## src/rtl/swreg_pkg.sv

```systemverilog
package swreg_pkg;
  localparam int DATA_W = 8;
  localparam int ADDR_W = 2;
  localparam int TOF_ADD = 4;

  typedef enum logic [ADDR_W-1:0] {
    RA_CTRL = 2'd0,
    RA_PER  = 2'd1,
    RA_TOFF = 2'd2,
    RA_WID  = 2'd3
  } reg_addr_e;
endpackage

```

## src/rtl/swreg_regs.sv

```systemverilog
module swreg_regs
  import swreg_pkg::*;
#(
  parameter int PER_W   = 8,
  parameter int TOF_W   = 5,
  parameter int CAL_CYC = 64,
  parameter int PER_RST = 40
) (
  input  logic              clk,
  input  logic              rst_n,
  input  logic              wr,
  input  logic [ADDR_W-1:0] addr,
  input  logic [DATA_W-1:0] wdata,
  input  logic [PER_W-1:0]  width_rd,
  output logic [DATA_W-1:0] rdata,
  output logic              conv_off,
  output logic [PER_W-1:0]  period,
  output logic [TOF_W-1:0]  toff,
  output logic              cal_busy
);
  localparam int CW = $clog2(CAL_CYC + 1);

  logic [CW-1:0] cal_cnt;
  logic          cal_go;
  logic          unused_wbits;

  assign unused_wbits = ^wdata;
  assign cal_go   = wr && (addr == RA_TOFF) && wdata[DATA_W-1] && !cal_busy;
  assign cal_busy = (cal_cnt != '0);

  always_ff @(posedge clk or negedge rst_n) begin
    if (!rst_n) begin
      conv_off <= 1'b1;
      period   <= PER_W'(PER_RST);
      toff     <= '0;
    end else if (wr) begin
      case (addr)
        RA_CTRL: conv_off <= wdata[0];
        RA_PER:  period   <= wdata[PER_W-1:0];
        RA_TOFF: toff     <= wdata[TOF_W-1:0];
        default: ;
      endcase
    end
  end

  always_ff @(posedge clk or negedge rst_n) begin
    if (!rst_n)       cal_cnt <= '0;
    else if (cal_go)  cal_cnt <= CW'(CAL_CYC);
    else if (cal_busy) cal_cnt <= cal_cnt - 1'b1;
  end

  always_comb begin
    rdata = '0;
    case (addr)
      RA_CTRL: rdata[0] = conv_off;
      RA_PER:  rdata[PER_W-1:0] = period;
      RA_TOFF: begin
        rdata[TOF_W-1:0]  = toff;
        rdata[DATA_W-1]   = cal_busy;
      end
      default: rdata[PER_W-1:0] = width_rd;
    endcase
  end
endmodule

```

## src/rtl/swreg_loop.sv

```systemverilog
module swreg_loop #(
  parameter int PER_W = 8
) (
  input  logic             clk,
  input  logic             rst_n,
  input  logic             run,
  input  logic             bnd,
  input  logic             fb_below,
  input  logic [PER_W-1:0] w_max,
  output logic [PER_W-1:0] w_use
);
  logic [PER_W-1:0] width_q;

  assign w_use = (width_q > w_max) ? w_max : width_q;

  always_ff @(posedge clk or negedge rst_n) begin
    if (!rst_n) begin
      width_q <= '0;
    end else if (run && bnd) begin
      if (fb_below) width_q <= (w_use < w_max) ? w_use + 1'b1 : w_max;
      else          width_q <= (w_use != '0) ? w_use - 1'b1 : '0;
    end
  end
endmodule

```

## src/rtl/swreg_pwm.sv

```systemverilog
module swreg_pwm #(
  parameter int PER_W = 8
) (
  input  logic             clk,
  input  logic             rst_n,
  input  logic             run,
  input  logic [PER_W-1:0] p_eff,
  input  logic [PER_W-1:0] w_use,
  input  logic             ovl_in,
  output logic             bnd,
  output logic             blank_q,
  output logic             gate_p
);
  logic [PER_W-1:0] cnt;

  assign bnd    = run && (cnt >= p_eff - 1'b1);
  assign gate_p = run && (cnt < w_use) && !blank_q && !ovl_in;

  always_ff @(posedge clk or negedge rst_n) begin
    if (!rst_n) begin
      cnt     <= '0;
      blank_q <= 1'b0;
    end else if (!run) begin
      cnt     <= '0;
      blank_q <= 1'b0;
    end else if (bnd) begin
      cnt     <= '0;
      blank_q <= 1'b0;
    end else begin
      cnt     <= cnt + 1'b1;
      blank_q <= blank_q | ovl_in;
    end
  end
endmodule

```

## src/rtl/swreg_pwm_ctrl.sv

```systemverilog
module swreg_pwm_ctrl
  import swreg_pkg::*;
#(
  parameter int PER_W   = 8,
  parameter int TOF_W   = 5,
  parameter int CAL_CYC = 64,
  parameter int PER_RST = 40
) (
  input  logic        clk,
  input  logic        rst_n,
  input  logic        reg_wr,
  input  logic [1:0]  reg_addr,
  input  logic [7:0]  reg_wdata,
  output logic [7:0]  reg_rdata,
  input  logic        fb_below,
  input  logic        ovl_in,
  output logic        gate_p,
  output logic        gate_n
);
  logic             conv_off, cal_busy, run, bnd, blank_q;
  logic [PER_W-1:0] period, p_eff, w_max, w_use, min_per, off_len;
  logic [TOF_W-1:0] toff;

  swreg_regs #(.PER_W(PER_W), .TOF_W(TOF_W), .CAL_CYC(CAL_CYC), .PER_RST(PER_RST)) u_regs (
    .clk(clk), .rst_n(rst_n), .wr(reg_wr), .addr(reg_addr), .wdata(reg_wdata),
    .width_rd(w_use), .rdata(reg_rdata), .conv_off(conv_off), .period(period),
    .toff(toff), .cal_busy(cal_busy)
  );

  always_comb begin
    run     = !conv_off && !cal_busy;
    off_len = PER_W'(toff) + PER_W'(TOF_ADD);
    min_per = off_len + 1'b1;
    p_eff   = (period < min_per) ? min_per : period;
    w_max   = p_eff - off_len;
  end

  swreg_loop #(.PER_W(PER_W)) u_loop (
    .clk(clk), .rst_n(rst_n), .run(run), .bnd(bnd), .fb_below(fb_below),
    .w_max(w_max), .w_use(w_use)
  );

  swreg_pwm #(.PER_W(PER_W)) u_pwm (
    .clk(clk), .rst_n(rst_n), .run(run), .p_eff(p_eff), .w_use(w_use),
    .ovl_in(ovl_in), .bnd(bnd), .blank_q(blank_q), .gate_p(gate_p)
  );

  assign gate_n = !gate_p;
endmodule

```

## config.mk

```make
export PLATFORM = sky130hd
export DESIGN_NAME = swreg_pwm_ctrl
export DESIGN_NICKNAME = d
export VERILOG_FILES = /design/src/rtl/swreg_pkg.sv /design/src/rtl/swreg_regs.sv /design/src/rtl/swreg_loop.sv /design/src/rtl/swreg_pwm.sv /design/src/rtl/swreg_pwm_ctrl.sv
export SDC_FILE = /design/constraint.sdc
export NUM_CORES = 1
export LEC_CHECK = 0
export ABC_CLOCK_PERIOD_IN_PS = 11920
export BUFFER_PORTS_ARGS = -buffer_cell sky130_fd_sc_hd__buf_2
export CAP_MARGIN = 20
export CORE_ASPECT_RATIO = 1.2
export CORE_MARGIN = 2
export CORE_UTILIZATION = 64
export CTS_BUF_LIST = sky130_fd_sc_hd__clkbuf_4
export CTS_CLUSTER_SIZE = 10
export DETAILED_ROUTE_END_ITERATION = 7
export PLACE_DENSITY = 0.83
export SYNTH_ARGS = -nofsm -noshare
export SYNTH_HDL_FRONTEND = slang
export SYNTH_SLANG_ARGS = --single-unit
```

## constraint.sdc

```tcl
create_clock -name clk -period 11.92 [get_ports clk]
set_input_delay 1.788 -clock clk [delete_from_list [all_inputs] [get_ports clk]]
set_output_delay 1.788 -clock clk [all_outputs]
set_load 0.02 [all_outputs]
```

==> summary.md <==
| Metric | Value |
|---|---|
| Fraction of registers with async set/reset | `1.000` |
| Max-slew violation count | `0` |
| WHS | `a little under 0.5 ns` |
| Clk_skew | `between 0.01 and 0.015 ns` |
| Area grow syn2layout | `5.862%` |
| Post-synthesis sequential area ratio | `0.2444` |
| GRT met3 Usage | `0.04018` |
| Yosys top cell area share | `0.2242` |
| IO buf count | `24` |
| Antenna Cells | `0` |
| Clk buf depth | `2` |
| Post-Synth XOR/XNOR Area | `0.07527` |
| Syn avg cell area | `8.681 µm²` |
| Final Cell Area | `about 4100 µm²` |
| Residual DRC | `0` |
| Cell repeated most along the worst path | `ha_1` |
| Largest net degree at the start of global routing | `39` |
| Post-synthesis compound-gate area fraction | `0.2044` |
| Period utilization | `0.8687` |
| First-pass detailed-route iteration total | `5` |
| Worst slew pin tran | `0.8727 ns` |
| Final count of hold timing violations | `0` |
| CP arrival | `8.57 ns` |
| GRT Total Usage | `0.2982` |
| Family with the most delay on the worst path | `simple AND/OR/NAND/NOR gates` |
| Gr ovfl total | `0` |
| Hold WC Path Type | `reg2reg` |
| Cell Area, Synth | `3906 µm²` |
| Post-synth EDFFs | `0` |
| Die area | `between 6000 and 7000 µm²` |
| GR peak layer | `met2` |
| MaxCap Viol Count | `0` |
| Antenna Violating Nets Remaining | `0` |
| Commonest cells in the netlist | `ha_1 (43), nor2_1 (43), dfrtp_1 (35), inv_1 (35), a21oi_1 (28)` |
| Met2 usage | `0.5375` |
| Core Region | `approximately 6000 µm²` |
| FMAX | `roughly 0.097 GHz` |
| CP Class | `reg2out` |
| Met1 usage | `0.3627` |
| Number of global-route vias before repair | `around 3300` |
| Post-CTS Setup Inserts | `0` |
| Synth Area in Simple Gates | `0.1938` |
| Clk sinks | `38` |
| Routed WL | `approximately 9600 µm` |
| Vias | `3495` |
| Setup TNS | `0 ns` |
| Max transition margin | `0.4182` |
| Vias per cell | `~6.3` |
| Main flop type after synthesis | `dfrtp_1` |
| CP endpoint kind | `output pin` |
| Max stage delay cell, worst path | `o31a_1` |
| CTS root buffer | `clkbuf_4` |
| Status | `finished clean` |
| Largest cells by area after synthesis | `dfrtp_1 (22%), ha_1 (14%), nor2_1 (4.1%), mux2_2 (4.0%), xor2_1 (4.0%)` |
| Die Wd | `75.32 µm` |
| Nets | `529` |
| Cts bufs inserted | `5` |
| Initial antenna violation count | `0` |
| Finish-stage setup viols | `0` |
| Share of layout cells above drive strength 1 | `0.1380` |
| Gate Count Post-Synth | `450` |
| Startpoint types | `flop` |
| Seq cells post-synth | `38` |
| Period minus WS final | `around 10 ns` |
| Final Wtd Congestion | `around 0.95` |
| Final HPWL DP | `approximately 7400 µm` |
| Resized Gates After CTS | `0` |
| Crit path max fanout | `12` |
| Unrepaired setup endpoints after global routing | `false` |
| Adder-Cell Fraction of Synth Area | `0.1480` |
| Clk slew on worst S/H paths | `0.13 ns` |
| Distinct cells, synth | `71` |
| Buffers plus inverters on the worst setup path | `5` |
| Initial Utilization | `0.6540` |
| Largest area contributor in the synthesized netlist | `dfrtp_1` |
| Crit path required time | `between 10 and 15 ns` |
| Initial DRC count | `between 200 and 250` |
| Cell Area, Placed | `around 4100 µm²` |
| Row cnt | `31` |
| TritonCTS clock tree | `yes` |
| Mapped Nets | `about 510` |
| Clk Latency, worst-skew pair | `0.36 ns` |
| Post-synthesis mux area share | `0.08552` |
| IO Pins | `25` |
| Synth warnings | `0` |
| Die Ht | `roughly 90 µm` |
| H-tree Lvls | `2` |
| Post-CTS Hold Buffers | `0` |
| CP max stage delay | `around 0.5 ns` |
| Largest family of logic cells by synthesized area | `compound AO/OA/AOI/OAI gates` |
| Global-route wire length before repair | `15440 µm` |
| Wire per inst | `17.34 µm` |
## metrics by stage
stage	utilization	cells	worst slack [ns]
2_1_floorplan	-	450	2.921
3_3_place_gp	0.6833	545	2.383
3_5_place_dp	0.6833	545	2.109
4_1_cts	0.6923	553	1.640
5_1_grt	0.6923	553	0.9933
6_report	0.6923	553	1.565
## sequential cells by signal (all words and copies together), names as in the netlist
register,flops
u_regs.conv_off,1
u_regs.toff,5
u_pwm.blank_q,1
u_regs.period,8
u_loop.width_q,8
u_regs.cal_cnt,7
u_pwm.cnt,8
## cell usage in the layout, fill, tap and decap left out, types with 3 or more instances in the layout
| cell type | Yosys | final |
|---|---|---|
| a211oi_1 | 6 | 6 |
| a21o_1 | 13 | 13 |
| a21oi_1 | 28 | 28 |
| a22o_1 | 5 | 5 |
| a22oi_1 | 4 | 4 |
| a31oi_1 | 8 | 8 |
| and2_1 | 5 | 5 |
| and3_1 | 11 | 11 |
| and4_1 | 3 | 3 |
| buf_2 | 2 | 24 |
| clkbuf_4 | 0 | 5 |
| dfrtp_1 | 35 | 35 |
| dfstp_2 | 3 | 3 |
| ha_1 | 43 | 43 |
| inv_1 | 35 | 35 |
| mux2_2 | 14 | 14 |
| mux2i_1 | 14 | 14 |
| nand2_1 | 20 | 20 |
| nand2b_1 | 6 | 6 |
| nand3_1 | 16 | 16 |
| nor2_1 | 43 | 43 |
| nor2b_1 | 3 | 3 |
| nor3_1 | 14 | 14 |
| o211ai_1 | 3 | 3 |
| o21a_1 | 7 | 7 |
| o21ai_0 | 12 | 12 |
| o21ai_1 | 3 | 3 |
| or3_1 | 6 | 6 |
| xnor2_1 | 13 | 13 |
| xor2_1 | 18 | 18 |
## layout make-up
type                            count  area [µm²]
Multi-Input combinational cell    364        2761
Fill cell                         481        1838
Sequential cell                    38       954.7
Inverter                           36       135.1
Timing Repair Buffer               25       127.6
Tap cell                           82       102.6
Clock buffer                        5       37.54
Clock inverter                      3       16.27
## per-layer routing
metal | up-vias | wire length [µm]
li1 | 1684 | -
met1 | 1689 | 4021
met2 | 108 | 5017
met3 | 14 | 398
met4 | 0 | 153
met5 | - | 0
## cells by family (layout without fill, tap and decap cells)
group,Yosys count,in the layout
adder cells (fa/ha/maj),46,46
AO/OA/AOI/OAI,112,112
buffers and inverters,48,69
XOR/XNOR,32,32
AND/OR/NAND/NOR,144,144
flip-flops,38,38
multiplexers,30,30
## worst paths after layout
| path | slack, ns | cells past startpoint | endpoint | from |
|---|---|---|---|---|
| max in group asynchronous | 9.85 | 1 | u_regs.period[6] | rst_n |
| min in group asynchronous | 1.53 | 1 | u_regs.toff[0] | rst_n |
| max reg2reg | 1.98 | 37 | u_loop.width_q[6] | u_regs.toff[2] |
| max | 1.56 | 29 | gate_n | u_regs.toff[2] |
| min | 0.50 | 1 | u_regs.cal_cnt[5] | u_regs.cal_cnt[5] |
| min reg2reg | 0.50 | 1 | u_regs.cal_cnt[5] | u_regs.cal_cnt[5] |
## worst reg2reg max path, delay by kind of cell (launching register included)
family / cells / cell delay, ns
flops: 1 / 0.49
xor+xnor: 3 / 0.95
compound gates: 13 / 3.72
fa+ha+maj: 5 / 1.51
buf+inv: 5 / 0.49
simple gates: 10 / 2.34
mux: 1 / 0.32
Power is not shown: default switching activity piles up to over one toggle a cycle in this logic, so the estimate is an artifact.
